===== config.mk =====
export PLATFORM = sky130hd
export DESIGN_NAME = dac_spi_seq
export DESIGN_NICKNAME = d
export VERILOG_FILES = /design/src/rtl/dac_seq_pkg.sv /design/src/rtl/dac_half_tick.sv /design/src/rtl/dac_frame_sreg.sv /design/src/rtl/dac_wait_cnt.sv /design/src/rtl/dac_spi_seq.sv
export SDC_FILE = /design/constraint.sdc
export NUM_CORES = 1
export LEC_CHECK = 0
export BUFFER_PORTS_ARGS = -buffer_cell sky130_fd_sc_hd__buf_2
export CELL_PAD_IN_SITES_DETAIL_PLACEMENT = 2
export CELL_PAD_IN_SITES_GLOBAL_PLACEMENT = 2
export CORE_MARGIN = 3
export CORE_UTILIZATION = 38
export CTS_CLUSTER_SIZE = 40
export DETAILED_ROUTE_END_ITERATION = 16
export MAX_ROUTING_LAYER = met4
export PLACE_DENSITY_LB_ADDON = 0.12
export SYNTH_ARGS = -nofsm -noshare
export SYNTH_HDL_FRONTEND = slang
export SYNTH_HIERARCHICAL = 1
export SYNTH_SLANG_ARGS = --single-unit

===== constraint.sdc =====
create_clock -name clk -period 3.75 [get_ports clk]
set_clock_uncertainty 0.05 [all_clocks]
set_input_delay 0.375 -clock clk [delete_from_list [all_inputs] [get_ports clk]]
set_output_delay 0.375 -clock clk [all_outputs]
set_load 0.05 [all_outputs]

===== src/rtl/dac_seq_pkg.sv =====
package dac_seq_pkg;

   typedef enum logic [2:0] {
      ST_IDLE,
      ST_LEAD,
      ST_SHIFT,
      ST_GAP,
      ST_LOAD,
      ST_TAIL
   } seq_state_t;

   function automatic int imax(input int a, input int b);
      return (a > b) ? a : b;
   endfunction

endpackage


===== src/rtl/dac_half_tick.sv =====
module dac_half_tick #(
   parameter int HALF_DIV = 5
) (
   input  logic clk,
   input  logic rst,
   input  logic run,
   output logic tick
);
   localparam int CW = (HALF_DIV > 1) ? $clog2(HALF_DIV) : 1;

   if (HALF_DIV < 1) begin : g_bad_div
      $error("HALF_DIV must be at least 1");
   end

   if (HALF_DIV == 1) begin : g_every_cycle
      assign tick = run;
   end else begin : g_counted
      localparam logic [CW-1:0] LAST = CW'(HALF_DIV - 1);
      logic [CW-1:0] cnt;

      always_ff @(posedge clk) begin
         if (rst || !run) begin
            cnt <= '0;
         end else if (cnt == LAST) begin
            cnt <= '0;
         end else begin
            cnt <= cnt + 1'b1;
         end
      end

      assign tick = run && (cnt == LAST);


      cnt_range_chk: assert property (@(posedge clk) disable iff (rst)
         cnt <= LAST);
   end

endmodule


===== src/rtl/dac_frame_sreg.sv =====
module dac_frame_sreg #(
   parameter int CMD_W     = 4,
   parameter int ADDR_W    = 4,
   parameter int CODE_W    = 12,
   parameter int PAD_W     = 4,
   parameter bit MSB_FIRST = 1'b1
) (
   input  logic              clk,
   input  logic              rst,
   input  logic              load,
   input  logic              shift,
   input  logic [ADDR_W-1:0] addr,
   input  logic [CODE_W-1:0] code,
   output logic              bit_out
);
   localparam int FRAME_W = CMD_W + ADDR_W + CODE_W + PAD_W;
   localparam int SCW     = $clog2(FRAME_W + 1);

   if (ADDR_W < 1 || CODE_W < 1 || CMD_W < 0 || PAD_W < 0) begin : g_bad_fields
      $error("frame field widths out of range");
   end

   logic [FRAME_W-1:0] frame_in;
   logic [FRAME_W-1:0] sreg;
   logic [SCW-1:0]     shifts_done;

   if (PAD_W > 0 && CMD_W > 0) begin : g_cmd_pad
      assign frame_in = {{CMD_W{1'b0}}, addr, code, {PAD_W{1'b0}}};
   end else if (CMD_W > 0) begin : g_cmd_only
      assign frame_in = {{CMD_W{1'b0}}, addr, code};
   end else if (PAD_W > 0) begin : g_pad_only
      assign frame_in = {addr, code, {PAD_W{1'b0}}};
   end else begin : g_bare
      assign frame_in = {addr, code};
   end

   if (MSB_FIRST) begin : g_msb
      always_ff @(posedge clk) begin
         if (rst) begin
            sreg <= '0;
         end else if (load) begin
            sreg <= frame_in;
         end else if (shift) begin
            sreg <= {sreg[FRAME_W-2:0], 1'b0};
         end
      end
      assign bit_out = sreg[FRAME_W-1];
   end else begin : g_lsb
      always_ff @(posedge clk) begin
         if (rst) begin
            sreg <= '0;
         end else if (load) begin
            sreg <= frame_in;
         end else if (shift) begin
            sreg <= {1'b0, sreg[FRAME_W-1:1]};
         end
      end
      assign bit_out = sreg[0];
   end

   always_ff @(posedge clk) begin
      if (rst || load) begin
         shifts_done <= '0;
      end else if (shift) begin
         shifts_done <= shifts_done + 1'b1;
      end
   end


   shift_bound_chk: assert property (@(posedge clk) disable iff (rst)
      shift |-> (shifts_done < SCW'(FRAME_W - 1)));

endmodule


===== src/rtl/dac_wait_cnt.sv =====
module dac_wait_cnt #(
   parameter int W = 4
) (
   input  logic         clk,
   input  logic         rst,
   input  logic         start,
   input  logic [W-1:0] start_val,
   output logic         done
);
   logic [W-1:0] cnt;

   always_ff @(posedge clk) begin
      if (rst) begin
         cnt <= '0;
      end else if (start) begin
         cnt <= start_val;
      end else if (cnt != '0) begin
         cnt <= cnt - 1'b1;
      end
   end

   assign done = (cnt == '0);


   done_sticky_chk: assert property (@(posedge clk) disable iff (rst)
      (done && !start) |=> done);

endmodule


===== src/rtl/dac_spi_seq.sv =====
module dac_spi_seq
   import dac_seq_pkg::*;
#(
   parameter int HALF_DIV   = 5,
   parameter int ADDR_W     = 4,
   parameter int CODE_W     = 12,
   parameter int CMD_W      = 4,
   parameter int PAD_W      = 4,
   parameter int CS_GAP_CYC = 3,
   parameter int LOAD_W     = 3,
   parameter bit MSB_FIRST  = 1'b1
) (
   input  logic              clk,
   input  logic              rst,
   input  logic              req_valid,
   output logic              req_ready,
   input  logic [ADDR_W-1:0] req_addr,
   input  logic [CODE_W-1:0] req_code,
   output logic              dac_sclk,
   output logic              dac_sdi,
   output logic              dac_cs_n,
   output logic              dac_load_n
);
   localparam int FRAME_W  = CMD_W + ADDR_W + CODE_W + PAD_W;
   localparam int HALVES   = 2 * FRAME_W;
   localparam int HW       = $clog2(HALVES);
   localparam int TAIL_CYC = 2 * HALF_DIV;
   localparam int WMAX     = imax(imax(CS_GAP_CYC, LOAD_W), TAIL_CYC);
   localparam int WW       = $clog2(WMAX + 1);
   localparam logic [HW-1:0] LAST_HALF = HW'(HALVES - 1);

   if (CS_GAP_CYC < 1) begin : g_bad_gap
      $error("CS_GAP_CYC must be at least 1");
   end
   if (LOAD_W < 1) begin : g_bad_load
      $error("LOAD_W must be at least 1");
   end

   seq_state_t    state;
   logic [HW-1:0] hidx;
   logic          sclk_q;
   logic          cs_n_q;
   logic          load_n_q;
   logic          half_run;
   logic          tick;
   logic          sreg_load;
   logic          sreg_shift;
   logic          sreg_bit;
   logic          wait_start;
   logic [WW-1:0] wait_val;
   logic          wait_done;

   assign half_run   = (state == ST_LEAD) || (state == ST_SHIFT);
   assign sreg_load  = (state == ST_IDLE) && req_valid;
   assign sreg_shift = (state == ST_SHIFT) && tick && hidx[0] && (hidx != LAST_HALF);

   always_comb begin
      wait_start = 1'b0;
      wait_val   = '0;
      if ((state == ST_SHIFT) && tick && (hidx == LAST_HALF)) begin
         wait_start = 1'b1;
         wait_val   = WW'(CS_GAP_CYC - 1);
      end else if ((state == ST_GAP) && wait_done) begin
         wait_start = 1'b1;
         wait_val   = WW'(LOAD_W - 1);
      end else if ((state == ST_LOAD) && wait_done) begin
         wait_start = 1'b1;
         wait_val   = WW'(TAIL_CYC - 1);
      end
   end

   dac_half_tick #(
      .HALF_DIV (HALF_DIV)
   ) i_half_tick (
      .clk  (clk),
      .rst  (rst),
      .run  (half_run),
      .tick (tick)
   );

   dac_frame_sreg #(
      .CMD_W     (CMD_W),
      .ADDR_W    (ADDR_W),
      .CODE_W    (CODE_W),
      .PAD_W     (PAD_W),
      .MSB_FIRST (MSB_FIRST)
   ) i_frame_sreg (
      .clk     (clk),
      .rst     (rst),
      .load    (sreg_load),
      .shift   (sreg_shift),
      .addr    (req_addr),
      .code    (req_code),
      .bit_out (sreg_bit)
   );

   dac_wait_cnt #(
      .W (WW)
   ) i_wait_cnt (
      .clk       (clk),
      .rst       (rst),
      .start     (wait_start),
      .start_val (wait_val),
      .done      (wait_done)
   );

   always_ff @(posedge clk) begin
      if (rst) begin
         state    <= ST_IDLE;
         hidx     <= '0;
         sclk_q   <= 1'b0;
         cs_n_q   <= 1'b1;
         load_n_q <= 1'b1;
      end else begin
         case (state)
            ST_IDLE: begin
               if (req_valid) begin
                  cs_n_q <= 1'b0;
                  state  <= ST_LEAD;
               end
            end
            ST_LEAD: begin
               if (tick) begin
                  sclk_q <= 1'b1;
                  hidx   <= '0;
                  state  <= ST_SHIFT;
               end
            end
            ST_SHIFT: begin
               if (tick) begin
                  if (!hidx[0]) begin
                     sclk_q <= 1'b0;
                     hidx   <= hidx + 1'b1;
                  end else if (hidx == LAST_HALF) begin
                     cs_n_q <= 1'b1;
                     state  <= ST_GAP;
                  end else begin
                     sclk_q <= 1'b1;
                     hidx   <= hidx + 1'b1;
                  end
               end
            end
            ST_GAP: begin
               if (wait_done) begin
                  load_n_q <= 1'b0;
                  state    <= ST_LOAD;
               end
            end
            ST_LOAD: begin
               if (wait_done) begin
                  load_n_q <= 1'b1;
                  state    <= ST_TAIL;
               end
            end
            ST_TAIL: begin
               if (wait_done) begin
                  state <= ST_IDLE;
               end
            end
            default: state <= ST_IDLE;
         endcase
      end
   end

   assign req_ready  = (state == ST_IDLE);
   assign dac_sclk   = sclk_q;
   assign dac_cs_n   = cs_n_q;
   assign dac_load_n = load_n_q;
   assign dac_sdi    = sreg_bit & ~cs_n_q;


   sclk_idle_chk: assert property (@(posedge clk) disable iff (rst)
      dac_cs_n |-> !dac_sclk);


   load_needs_cs_high_chk: assert property (@(posedge clk) disable iff (rst)
      !dac_load_n |-> dac_cs_n);


   load_after_release_chk: assert property (@(posedge clk) disable iff (rst)
      $fell(dac_load_n) |-> $past(dac_cs_n));


   sdi_low_phase_chk: assert property (@(posedge clk) disable iff (rst)
      (!dac_cs_n && $past(!dac_cs_n) && !dac_sclk) |-> $stable(dac_sdi));


   ready_quiet_chk: assert property (@(posedge clk) disable iff (rst)
      req_ready |-> (dac_cs_n && dac_load_n && !dac_sclk));


   hold_off_chk: assert property (@(posedge clk) disable iff (rst)
      (!dac_cs_n && $past(!dac_cs_n)) |-> !req_ready);

endmodule


# Yosys cells after proc, flatten, opt, wreduce, memory -nomap -nowiden
# Index checks and enable logic that the tools add are counted.
# word_totals
ff_bits	39
latchBits	0
ram_bits	0
mem_bits_ro	0
inputBits	19
output_inout_bits	5
wordCells	95
n_memories	0
# op_classes
n_addsub	3
mul	0
div	0
order_cmp	0
eq_ne	17
shifts	0
mux	37
n_bitwise	2
n_reduce_logical	26
# op_table
op	count
2-to-1 mux 20 bit	2
2-to-1 mux 3 bit	8
2-to-1 mux 6 bit	4
2-to-1 mux 4 bit	5
one-hot mux 3 bit (6 select lines)	1
inequality test 2 bit, second input constant	7
2-to-1 mux 1 bit	13
one-hot mux 6 bit (2 select lines)	1
nonzero test 2 bit	5
== test 3 bit, second input constant	3
logical AND 1 bit	8
AND reduction 8 bit	1
adder 6 x 1 -> 6 bit, second input constant	1
== test 3 x 2 -> 1 bit, second input constant	2
== test 6 bit, second input constant	1
inequality test 6 bit, second input constant	1
one-hot mux 1 bit (2 select lines)	3
AND reduction 3 bit	2
AND reduction 5 bit	1
logical NOT 4 bit	1
AND reduction 4 bit	1
nonzero test 4 bit	1
OR reduction 2 bit	2
subtractor 4 x 1 -> 4 bit, second input constant	1
9 further kinds	10

# Logic depth before layout (Yosys ltp)
# Gate-level depths: netlist of run 1.
# depth
ltp_word	8
depth_mapped	10

# By module
# Netlist of run 1, hierarchy kept.
# modules_own_cells
mod	n_inst	cells_each	area_per_inst_um2
dac_frame_sreg	1	84	875.8
dac_spi_seq	1	104	777.0
dac_wait_cnt	1	24	229.0
dac_half_tick	1	15	150.1

# Worst setup path after synthesis of run 1
# No wires, ideal clock.
# synth_path
path_type	flip-flop to flip-flop
startpoint	register state[2]
endpoint	register i_frame_sreg.sreg[11]
setup_time_ns	0.138
arrival_time_ns	2.391
path_slack_ns	1.171
stages_incl_launch_ff	8
path_buffers	2
period_less_slack_ns	2.579
path_cell_list	dfxtp_1 clkbuf_1 nor3_1 nand2_1 inv_1 clkbuf_1 nor2b_1 a211oi_1
# synth_rtl
item	line	text
from (decl)	dac_spi_seq.sv:39	seq_state_t state;
from (signal assigned)	dac_spi_seq.sv:109	state <= ST_IDLE;
from (signal assigned)	dac_spi_seq.sv:119	state <= ST_LEAD;
from (signal assigned)	dac_spi_seq.sv:126	state <= ST_SHIFT;
logical NOT 3 bit (*)	-	
net req_ready	dac_spi_seq.sv:16	output logic req_ready,
logical AND 1 bit (*)	dac_spi_seq.sv:54	assign sreg_load = (state == ST_IDLE) && req_valid;
net sreg_load	dac_spi_seq.sv:46	logic sreg_load;
2-to-1 mux 20 bit or nonzero test 2 bit (tied branches)	-	
to (signal assigned)	dac_frame_sreg.sv:42	sreg <= frame_in;
to (signal assigned)	dac_frame_sreg.sv:44	sreg <= {sreg[FRAME_W-2:0], 1'b0};
to (decl)	dac_frame_sreg.sv:24	logic [FRAME_W-1:0] sreg;
# The timed path passes the listed nets; every way through them passes the cells marked *.
# A chain may end at the register's enable or synchronous reset.

# Final worst setup path of run 1
# layout_path
startpoint	register state[0]
endpoint	register i_wait_cnt.cnt[3]
# layout_via
elab_chain_cells	7
# layout_rtl
item	line	text
== test 3 x 1 -> 1 bit or == test 3 x 2 -> 1 bit (tied branches)	dac_spi_seq.sv:53	assign half_run = (state == ST_LEAD) || (state == ST_SHIFT);
logical OR 1 bit (*)	dac_spi_seq.sv:53	
net half_run	dac_spi_seq.sv:44	logic half_run;
logical AND 1 bit (*)	dac_half_tick.sv:31	assign tick = run && (cnt == LAST);
net tick	dac_spi_seq.sv:45	logic tick;
logical AND 1 bit (*) (2 in series)	dac_spi_seq.sv:60	if ((state == ST_SHIFT) && tick && (hidx == LAST_HALF)) begin
2-to-1 mux 1 bit (*)	dac_spi_seq.sv:60	
net wait_start	dac_spi_seq.sv:49	logic wait_start;
2-to-1 mux 4 bit or nonzero test 2 bit (tied branches)	-	
to (signal assigned)	dac_wait_cnt.sv:16	cnt <= start_val;
to (signal assigned)	dac_wait_cnt.sv:18	cnt <= cnt - 1'b1;
to (decl)	dac_wait_cnt.sv:10	logic [W-1:0] cnt;
# Marks and branches as above.

==> metrics.md, run 1 <==
| Metric | Value |
|---|---|
| Synth warn | `6` |
| Req. time, crit path | `3.82 ns` |
| Ordered cell list for the critical path | `xnor2_2 -> nor2_1 -> and3_1 -> nor2b_1 -> a31oi_1 -> o21ai_0 -> or2_2 -> o32ai_1` |
| Yosys reg bits | `39` |
| Register area | `a little under 800 um2` |
| Vias in the first global route | `~1900` |
| Final-report hold violation count | `0` |
| Die height | `just under 80 um` |
| EDFF count, synth | `0` |
| Final setup violation count | `0` |
| Die area | `6260 um2` |
| Final core occ | `45.7%` |
| Crit path max-delay family | `simple AND/OR/NAND/NOR gates` |
| Synthesis-to-finish area growth | `11.1%` |
| Gr ovfl total | `0` |
| Final GP Congestion | `about 0.8` |
| Reg-to-reg startpoint | `state[0]` |
| Status | `finished, final reports clean` |
| Largest net degree at the start of global routing | `34` |
| CTS root buffer | `clkbuf_8` |
| Postcts setup bufs | `0` |
| Fin crit period | `3.01 ns` |
| Initial core utilization | `between 40% and 50%` |
| Crit-path max FO | `17` |
| Nets@finish | `268` |
| CTS resizes | `0` |
| Core Region | `slightly below 5000 um2` |
| Area of the multi-input gates | `1150 um2` |
| WP buf/inv | `0` |
| Dpl hpwl | `roughly 4000 um` |
| CTS tree | `yes` |
| Worst r2r path cells | `8` |
| Layout cells sized above 1 | `between 10% and 20%` |
| Mapped Avg Cell Area | `approximately 9.0 um2` |
| Mapped Area | `approximately 2000 um2` |
| Worst Setup Start Kind | `register` |
| Crit path launch | `state[0]` |
| Via Count | `between 1500 and 2000` |
| Routed wire length | `5310 um` |
| Dpl cells | `slightly above 300` |
| Count of different cell masters after synthesis | `46` |
| Post-synth ARST share | `0%` |
| Drt wl/cell | `roughly 17 um` |
| Post-synthesis cell count | `227` |
| Fillers | `around 580` |
| Largest buffer count on any clock path | `2` |
| GRT Util Overall | `between 10% and 20%` |
| Syn_nets | `between 200 and 300` |
| HP Start | `req_code[0]` |
| Largest stage delay, worst path | `about 0.7 ns` |
| Power after layout | `approximately 0.00097 W` |
| WP data arrival | `3.08 ns` |
| Die Wd | `a little under 80 um` |
| Period Utilization, post-route | `~80%` |
| Initial antenna violation count | `0` |
| Critical path's slowest cell | `dfxtp_1` |
| Vias per cell | `~5.5` |
| DR DRC count | `0` |
| H-tree depth | `2` |
| Global-route wire length before repair | `~9500 um` |
| Cell Rows | `25` |
| Reg2Reg Setup Slack | `between 0.7 and 0.8 ns` |
| CP endpoint | `i_wait_cnt/cnt[3]` |
| Crit path capture type | `register` |
| Post-route ant nets | `0` |
| Actual slew at the worst max-slew pin | `between 0.6 and 0.7 ns` |
| Register area share after synthesis | `slightly below 40%` |
| Max-slew violations | `0` |
| CP Class | `register to register` |
| Post-cts hold buffer count | `0` |
| Pleak | `roughly 0.80 nW` |
| Peak supply drop | `~280 uV` |
| Ant diodes | `0` |
| Post-route setup TNS | `0 ns` |
| CP Depth | `8` |
| Initial drt markers | `81` |
| Most common cell after layout, fill and taps aside | `dfxtp_1` |
| I/O Buffers | `23` |
| DR pass1 iterations | `4` |
| Power Dens Cells | `between 400 and 500 nW/um2` |
| Slew margin rel. | `a little under three fifths` |
| Worst-path clk slew | `roughly 0.080 ns` |
| Hold crit path type | `primary input to register` |
| Top FF cell, synth | `dfxtp_1` |
| I/O Pins | `24` |
| Worst-skew pair later-pin latency | `between 0.2 and 0.3 ns` |
| Achievable Freq | `332 MHz` |
| Non-filler instance count after layout | `between 300 and 400` |
| Most frequent cells in the layout | `dfxtp_1 (39), buf_2 (23), nor2b_1 (22), mux2i_1 (20), nand2_1 (16)` |
| CTS Sinks | `39` |
| RSZ-0062 raised after global routing | `no` |
| Max Cap Viol | `0` |
| RR Endpoint | `i_wait_cnt/cnt[3]` |
| Num CTS Buffers | `5` |
[logic make-up after synthesis]
kind of cell	synth area share, %
compound gates	17.2
xor+xnor	2.09
fa+ha+maj	2.46
buf+inv	4.99
flops	38.4
mux	10.4
other cells	0.185
simple gates	24.2
[cell usage after synthesis (2+ instances only)]
library cell / number / area share (%)
dfxtp_1: 39 / 38
nor2b_1: 22 / 6.8
mux2i_1: 20 / 9.9
nand2_1: 16 / 3.0
a211oi_1: 15 / 5.5
a21oi_1: 11 / 2.7
nor2_1: 10 / 1.8
nor3_1: 10 / 2.5
clkbuf_1: 8 / 1.5
inv_1: 8 / 1.5
o21ai_0: 6 / 1.5
nand2b_1: 5 / 1.5
a31oi_1: 4 / 1.2
ha_1: 4 / 2.5
nand3_1: 3 / 0.74
nand3b_1: 3 / 1.1
or3b_1: 3 / 1.3
a21boi_0: 2 / 0.74
a21o_1: 2 / 0.74
a22oi_1: 2 / 0.74
and3_1: 2 / 0.62
buf_4: 2 / 0.74
buf_6: 2 / 1.1
nor3b_1: 2 / 0.74
o22ai_1: 2 / 0.62
o31ai_1: 2 / 0.74
or3_1: 2 / 0.62
xnor2_1: 2 / 0.86
[layer usage]
metal  wire length [um]  global-route usage, %  vias to the layer above
met4                  8                   3.09                        0
met5                  0                      -                        -
li1                   -                      -                      847
met3                 80                   3.06                        2
met2               2690                   33.4                       16
met1               2530                   24.5                      848
[where the power goes]
part           switching [W]  internal [W]  leakage (nW)
Clock               0.000142      0.000144        0.0470
Sequential         0.0000301      0.000447         0.319
Combinational       0.000110     0.0000959         0.435
Total               0.000282      0.000687         0.801
[worst min-delay path by stage]
stage / to / depth (start not counted)
finish: i_frame_sreg/sreg[4] / 3
global route: i_frame_sreg/sreg[4] / 3
CTS: i_frame_sreg/sreg[4] / 3
detailed placement: i_half_tick/g_counted.cnt[0] / 1
global placement: i_half_tick/g_counted.cnt[0] / 1
floorplan: i_half_tick/g_counted.cnt[0] / 1
[registers in the layout (all words and copies together), names as in the netlist]
signal,flops
i_frame_sreg/sreg,20
hidx,6
i_wait_cnt/cnt,4
i_half_tick/g_counted.cnt,3
state,3
dac_cs_n,1
dac_load_n,1
dac_sclk,1
[layout make-up]
type / instances / share of cell area, %
inverters: 8 / 1.33
flip-flops and latches: 39 / 34.6
repair buffers: 24 / 5.43
clock buffers: 6 / 3.66
clock inverters: 1 / 0.222
well taps: 67 / 3.71
multi-input cells: 167 / 51.1
[worst reg2reg max path, stage by stage, from the launching register on]
cell     delay, ns
dfxtp_1       0.70
xnor2_2       0.19
nor2_1        0.19
and3_1        0.36
nor2b_1       0.33
a31oi_1       0.13
o21ai_0       0.55
or2_2         0.26
o32ai_1       0.09
[metrics by stage]
step	worst slack, ns	hold slack (ns)	area [um2]
finish	0.741	0.322	2260
global route	0.417	0.315	2260
CTS	0.725	0.312	2260
detailed placement	0.727	0.406	2170
global placement	0.998	0.387	2170
floorplan	1.17	0.377	2030
No activity file was read; power rests on OpenSTA's default activity.
==> run 2, diff against run 1 <==
--- a/config.mk
+++ b/config.mk
@@ -9,7 +9,7 @@
 export CELL_PAD_IN_SITES_DETAIL_PLACEMENT = 2
 export CELL_PAD_IN_SITES_GLOBAL_PLACEMENT = 2
 export CORE_MARGIN = 3
-export CORE_UTILIZATION = 38
+export CORE_UTILIZATION = 35
 export CTS_CLUSTER_SIZE = 40
 export DETAILED_ROUTE_END_ITERATION = 16
 export MAX_ROUTING_LAYER = met4
==> constraint.sdc (replaced) <==
create_clock -name clk -period 3.1 [get_ports clk]
set_clock_uncertainty 0.05 [all_clocks]
set_input_delay 0.31 -clock clk [delete_from_list [all_inputs] [get_ports clk]]
set_output_delay 0.31 -clock clk [all_outputs]
set_load 0.05 [all_outputs]
==> metrics.md, run 2 (synthesis gave the netlist of run 1 again) <==
| Metric | Value |
|---|---|
| Status | `finished, final reports clean` |
| Most Used Layer, Global Route | `met2` |
| Die Wd | `82.2 um` |
| DR DRC count | `0` |
| Final GP Congestion | `0.722` |
| Clock power share | `between 30% and 40%` |
| Max reg flops | `20` |
| Achievable Freq | `just over 400 MHz` |
| Largest regs | `i_frame_sreg/sreg x20, hidx x6, i_wait_cnt/cnt x4` |
| Req. time, crit path | `~3.2 ns` |
| Largest stage delay, worst path | `approximately 0.34 ns` |
| P_sw | `roughly 0.00035 W` |
| WP data arrival | `about 2.6 ns` |
| Via Count | `~1700` |
| Critical path's slowest cell | `dfxtp_1` |
| Register area | `781 um2` |
| Worst r2r path cells | `9` |
| DR pass1 iterations | `4` |
| Power share of the sequential group | `45.9%` |
| Worst Setup Start Kind | `register` |
| Most common cell after layout, fill and taps aside | `dfxtp_1` |
| Crit path launch | `state[0]` |
| Crit-path max FO | `20` |
| Peak supply drop | `about 250 uV` |
| Num CTS Buffers | `5` |
| Dpl hpwl | `roughly 3600 um` |
| Nets@finish | `between 200 and 300` |
| Largest net degree at the start of global routing | `34` |
| Initial core utilization | `between 30 and 40%` |
| Reg2Reg Setup Slack | `between 0.6 and 0.7 ns` |
| Post-route ant nets | `0` |
| Layout cells sized above 1 | `between 10% and 20%` |
| H-tree depth | `2` |
| GR Util met1 | `about a fifth` |
| Fin crit period | `about 2.5 ns` |
| Initial antenna violation count | `0` |
| Synthesis-to-finish area growth | `14.5%` |
| Initial drt markers | `29` |
| Most frequent cells in the layout | `dfxtp_1 (39), buf_2 (23), nor2b_1 (22), mux2i_1 (20), nand2_1 (16)` |
| Routed wire length | `between 5000 and 6000 um` |
| Final-report hold violation count | `0` |
| Actual slew at the worst max-slew pin | `between 0.6 and 0.7 ns` |
| Met3 usage | `under 10%` |
| Die height | `between 80 and 90 um` |
| Worst-path clk slew | `approximately 0.080 ns` |
| Ordered cell list for the critical path | `xnor2_2 -> nor2_1 -> and3_1 -> nor2b_1 -> nand3b_1 -> nor2_2 -> buf_4 -> mux2i_1 -> a211oi_1` |
| Met2 GRT Util | `between 20% and 30%` |
| Postcts setup bufs | `0` |
| Vias in the first global route | `approximately 1800` |
| Post-cts hold buffer count | `0` |
| Cell Rows | `27` |
| CTS Sinks | `39` |
| Final setup violation count | `0` |
| Power Dens Cells | `between 500 and 600 nW/um2` |
| CP Class | `register to register` |
| Fillers | `639` |
| Global-route wire length before repair | `just under 9000 um` |
| Power after layout | `between 0.001 and 0.0015 W` |
| Comb power frac | `about a fifth` |
| Largest buffer count on any clock path | `2` |
| I/O Buffers | `23` |
| Period Utilization, post-route | `about four fifths` |
| Max Cap Viol | `0` |
| Post-route setup TNS | `0 ns` |
| Hold crit path type | `primary input to register` |
| Reg-to-reg startpoint | `state[0]` |
| Ant diodes | `0` |
| CTS resizes | `0` |
| Area of the multi-input gates | `around 1200 um2` |
| Sw frac | `~28%` |
| Pleak | `roughly 0.84 nW` |
| I/O Pins | `24` |
| Gr ovfl total | `0` |
| Worst-skew pair later-pin latency | `between 0.2 and 0.3 ns` |
| Core Region | `about 5600 um2` |
| CP endpoint | `i_frame_sreg/sreg[12]` |
| Drt wl/cell | `16.2 um` |
| Die area | `approximately 6800 um2` |
| Slew margin rel. | `56.2%` |
| RSZ-0062 raised after global routing | `no` |
| Vias per cell | `approximately 5.2` |
| GRT Util Overall | `about 17%` |
| Int Pwr | `slightly below 0.0009 W` |
| Crit path capture type | `register` |
| Max-slew violations | `0` |
| RR Endpoint | `i_frame_sreg/sreg[12]` |
| Register with the most flip-flops | `i_frame_sreg/sreg` |
| CTS tree | `yes` |
| CTS root buffer | `clkbuf_8` |
-- run 2: changes by cell type in the layout (fill, tap and decap cells not counted) --
cell / change
clkinvlp_4: +1
clkinv_2: -1
bufinv_16: +1
buf_4: +6
clkbuf_8: -1
-- run 2: per-stage QoR --
stage | std cells | util, % | setup WS (ns) | area, um2 | hold WS (ns)
5_1_grt | 323 | 41.8 | 0.384 | 2330 | 0.250
4_1_cts | 323 | 41.8 | 0.614 | 2330 | 0.235
2_1_floorplan | 227 | - | 0.521 | 2030 | 0.329
6_report | 323 | 41.8 | 0.618 | 2330 | 0.241
3_5_place_dp | 316 | 39.8 | 0.629 | 2220 | 0.413
3_3_place_gp | 316 | 39.8 | 0.744 | 2220 | 0.396
-- run 2: power groups by stage --
stage | sequential, W | clock (W) | combinational, W
global placement | 0.000581 | 0 | 0.000241
finish | 0.000569 | 0.000420 | 0.000250
floorplan | 0.000578 | 0 | 0.000192
CTS | 0.000570 | 0.000436 | 0.000256
global route | 0.000576 | 0.000459 | 0.000282
detailed placement | 0.000581 | 0 | 0.000252
-- run 2: critical path: cells and delay by family (launching register included) --
family / cells / cell delay [ns]
buf+inv: 1 / 0.32
xor+xnor: 1 / 0.18
mux: 1 / 0.24
simple gates: 5 / 1.13
compound gates: 1 / 0.09
flops: 1 / 0.34
-- run 2: layer usage --
metal  share of wire [%]  up-vias
met5                   0        -
met4                0.73        0
met3                 2.3        4
met2                  49       22
met1                  48      810
li1                    -      853
-- run 2: worst min-delay path by stage --
stage / slack [ns] / startpoint / to / cells after the start
2_1_floorplan: 0.33 / rst / state[2] / 1
3_3_place_gp: 0.40 / i_half_tick/g_counted.cnt[0] / i_half_tick/g_counted.cnt[0] / 1
3_5_place_dp: 0.41 / i_half_tick/g_counted.cnt[0] / i_half_tick/g_counted.cnt[0] / 1
4_1_cts: 0.24 / req_code[0] / i_frame_sreg/sreg[4] / 3
5_1_grt: 0.25 / req_addr[1] / i_frame_sreg/sreg[17] / 3
6_report: 0.24 / req_code[0] / i_frame_sreg/sreg[4] / 3
-- run 2: area by class of cell --
type	instances	area share, %
multi-input combinational	167	49.5
sequential	39	33.5
timing repair buffer	30	7.20
tap	72	3.87
clock buffer	5	2.96
clock inverter	2	1.61
inverter	8	1.29
==> run 3, diff against run 2 <==
==> constraint.sdc (replaced) <==
create_clock -name clk -period 2.29 [get_ports clk]
set_clock_uncertainty 0.05 [all_clocks]
set_input_delay 0.229 -clock clk [delete_from_list [all_inputs] [get_ports clk]]
set_output_delay 0.229 -clock clk [all_outputs]
set_load 0.05 [all_outputs]
==> metrics.md, run 3 (synthesis gave the netlist of run 1 again) <==
| Metric | Value |
|---|---|
| Status | `finished, final reports clean` |
| Crit path capture type | `register` |
| Period Utilization, post-route | `93.8%` |
| I/O Buffers | `23` |
| WP buf/inv | `1` |
| Largest buffer count on any clock path | `2` |
| Worst-path clk slew | `0.08 ns` |
| Nets@finish | `about 280` |
| Hold crit path type | `primary input to register` |
| Int Pwr | `around 0.0011 W` |
| Fin crit period | `approximately 2.1 ns` |
| Register area | `slightly below 800 um2` |
| Design Area, Final | `approximately 2400 um2` |
| DR pass1 iterations | `3` |
| Achievable Freq | `466 MHz` |
| Cell Rows | `27` |
| Initial antenna violation count | `0` |
| Req. time, crit path | `around 2.5 ns` |
| Routed wire length | `5420 um` |
| Worst slack, placed | `0.0445 ns` |
| Gr ovfl total | `0` |
| Crit path max-delay family | `simple AND/OR/NAND/NOR gates` |
| CTS root buffer | `clkbuf_8` |
| CTS Sinks | `39` |
| Final setup violation count | `0` |
| Power after layout | `about 0.0016 W` |
| Crit path launch | `hidx[1]` |
| Dpl cells | `322` |
| Vias per cell | `around 5.3` |
| Via Count | `1762` |
| Ordered cell list for the critical path | `ha_1 -> nand3_1 -> o21ai_1 -> nor2_4 -> clkbuf_16 -> or3b_1 -> a21oi_1` |
| Peak supply drop | `267 uV` |
| Power share of the sequential group | `roughly half` |
| Placed Area | `2280 um2` |
| Final-report hold violation count | `0` |
| Vias in the first global route | `1862` |
| Clock power share | `between 20 and 30%` |
| Comb power frac | `22.4%` |
| Die area | `about 6800 um2` |
| Reg-to-reg startpoint | `hidx[1]` |
| Pleak | `just under 0.9 nW` |
| Dpl hpwl | `between 3000 and 4000 um` |
| Drt wl/cell | `between 15 and 20 um` |
| H-tree depth | `2` |
| WP data arrival | `about 2.3 ns` |
| Initial core utilization | `a little over a third` |
| GRT Util Overall | `roughly 18%` |
| Most common cell after layout, fill and taps aside | `dfxtp_1` |
| Worst-skew pair later-pin latency | `around 0.30 ns` |
| Max Cap Viol | `0` |
| Final GP Congestion | `0.755` |
| Largest stage delay, worst path | `approximately 0.44 ns` |
| I/O Pins | `24` |
| P_sw | `0.000481 W` |
| Synthesis-to-finish area growth | `18.7%` |
| Power Dens Cells | `roughly 660 nW/um2` |
| Num CTS Buffers | `5` |
| Sw frac | `between 30 and 40%` |
| CP Class | `register to register` |
| Post-route ant nets | `0` |
| CTS tree | `yes` |
| HP Start | `req_code[0]` |
| DR DRC count | `0` |
| Layout cells sized above 1 | `between 20 and 25%` |
| Ant diodes | `0` |
| Core Region | `around 5600 um2` |
| Post-cts hold buffer count | `0` |
| Fillers | `~650` |
| Crit-path max FO | `10` |
| Non-filler instance count after layout | `around 330` |
| Most frequent cells in the layout | `dfxtp_1 (39), buf_2 (23), nor2b_1 (21), mux2i_1 (20), nand2_1 (16)` |
| Critical path's slowest cell | `o21ai_1` |
| Die height | `between 80 and 90 um` |
| Global-route wire length before repair | `~8900 um` |
| Max-slew violations | `0` |
| Largest net degree at the start of global routing | `26` |
| Die Wd | `around 82 um` |
| Max reg flops | `20` |
| Register with the most flip-flops | `i_frame_sreg/sreg` |
| PnR worst setup slack | `approximately 0.14 ns` |
| Worst Setup Start Kind | `register` |
| Area of the multi-input gates | `roughly 1200 um2` |
| Initial drt markers | `57` |
| Largest regs | `i_frame_sreg/sreg x20, hidx x6, i_wait_cnt/cnt x4` |
[run 3: cell count changes in the layout (fill, tap and decap cells not counted), sizes merged]
cell and delta:
bufinv -1, clkbuf +1, buf +7, clkinv +2, clkinvlp -1
[run 3: metrics by stage]
step / hold slack (ns) / setup TNS (ns) / util [%]
after floorplan: 0.248 / 0 / -
final: 0.148 / 0 / 43.3
after global placement: 0.392 / 0 / 41.0
after detailed placement: 0.411 / 0 / 41.0
after CTS: 0.133 / 0 / 42.4
after global routing: 0.167 / -0.0354 / 43.3
[run 3: worst paths after layout]
kind	to	slack (ns)	cells after the start
worst max-delay path	i_frame_sreg/sreg[4]	0.14	7
worst min-delay path	i_frame_sreg/sreg[4]	0.15	3
worst max register to register	i_frame_sreg/sreg[4]	0.14	7
worst min register to register	i_half_tick/g_counted.cnt[0]	0.41	1
[run 3: area by class of cell]
type                    instances  share of cell area [%]
flip-flops and latches         39                    32.4
clock inverters                 2                   0.571
clock buffers                   5                    2.85
well taps                      72                    3.74
multi-input cells             167                    48.5
inverters                       8                    1.25
repair buffers                 38                    10.7
[run 3: tightest hold or removal path: cells and delay by family]
| family | cells | cell delay, ns |
|---|---|---|
| buffers and inverters | 1 | 0.10 |
| AO/OA/AOI/OAI | 1 | 0.06 |
| AND/OR/NAND/NOR | 1 | 0.06 |
[run 3: what timing repair did]
| item | 4_1_cts | 5_1_grt |
|---|---|---|
| endpoints found under the hold margin | 0 | 0 |
| gates resized for setup | 0 | 4 |
| setup endpoints to repair | 0 | 21 |
| setup buffers | 0 | 1 |
[run 3: power by group through the flow]
stage          clock [W]  sequential, W  combinational (W)
6_report        0.000471       0.000771           0.000359
5_1_grt         0.000518       0.000779           0.000410
4_1_cts         0.000489       0.000773           0.000368
3_5_place_dp           0       0.000788           0.000366
3_3_place_gp           0       0.000786           0.000354
2_1_floorplan          0       0.000782           0.000261
[run 3: metal layers]
layer  global-route usage, %  vias to the layer above  share of wire, %
li1                        -                      869                 -
met1                    21.5                      864                44
met2                    29.6                       21                52
met3                    2.93                        8               2.5
met4                    7.48                        0               1.8
met5                       -                        -                 0
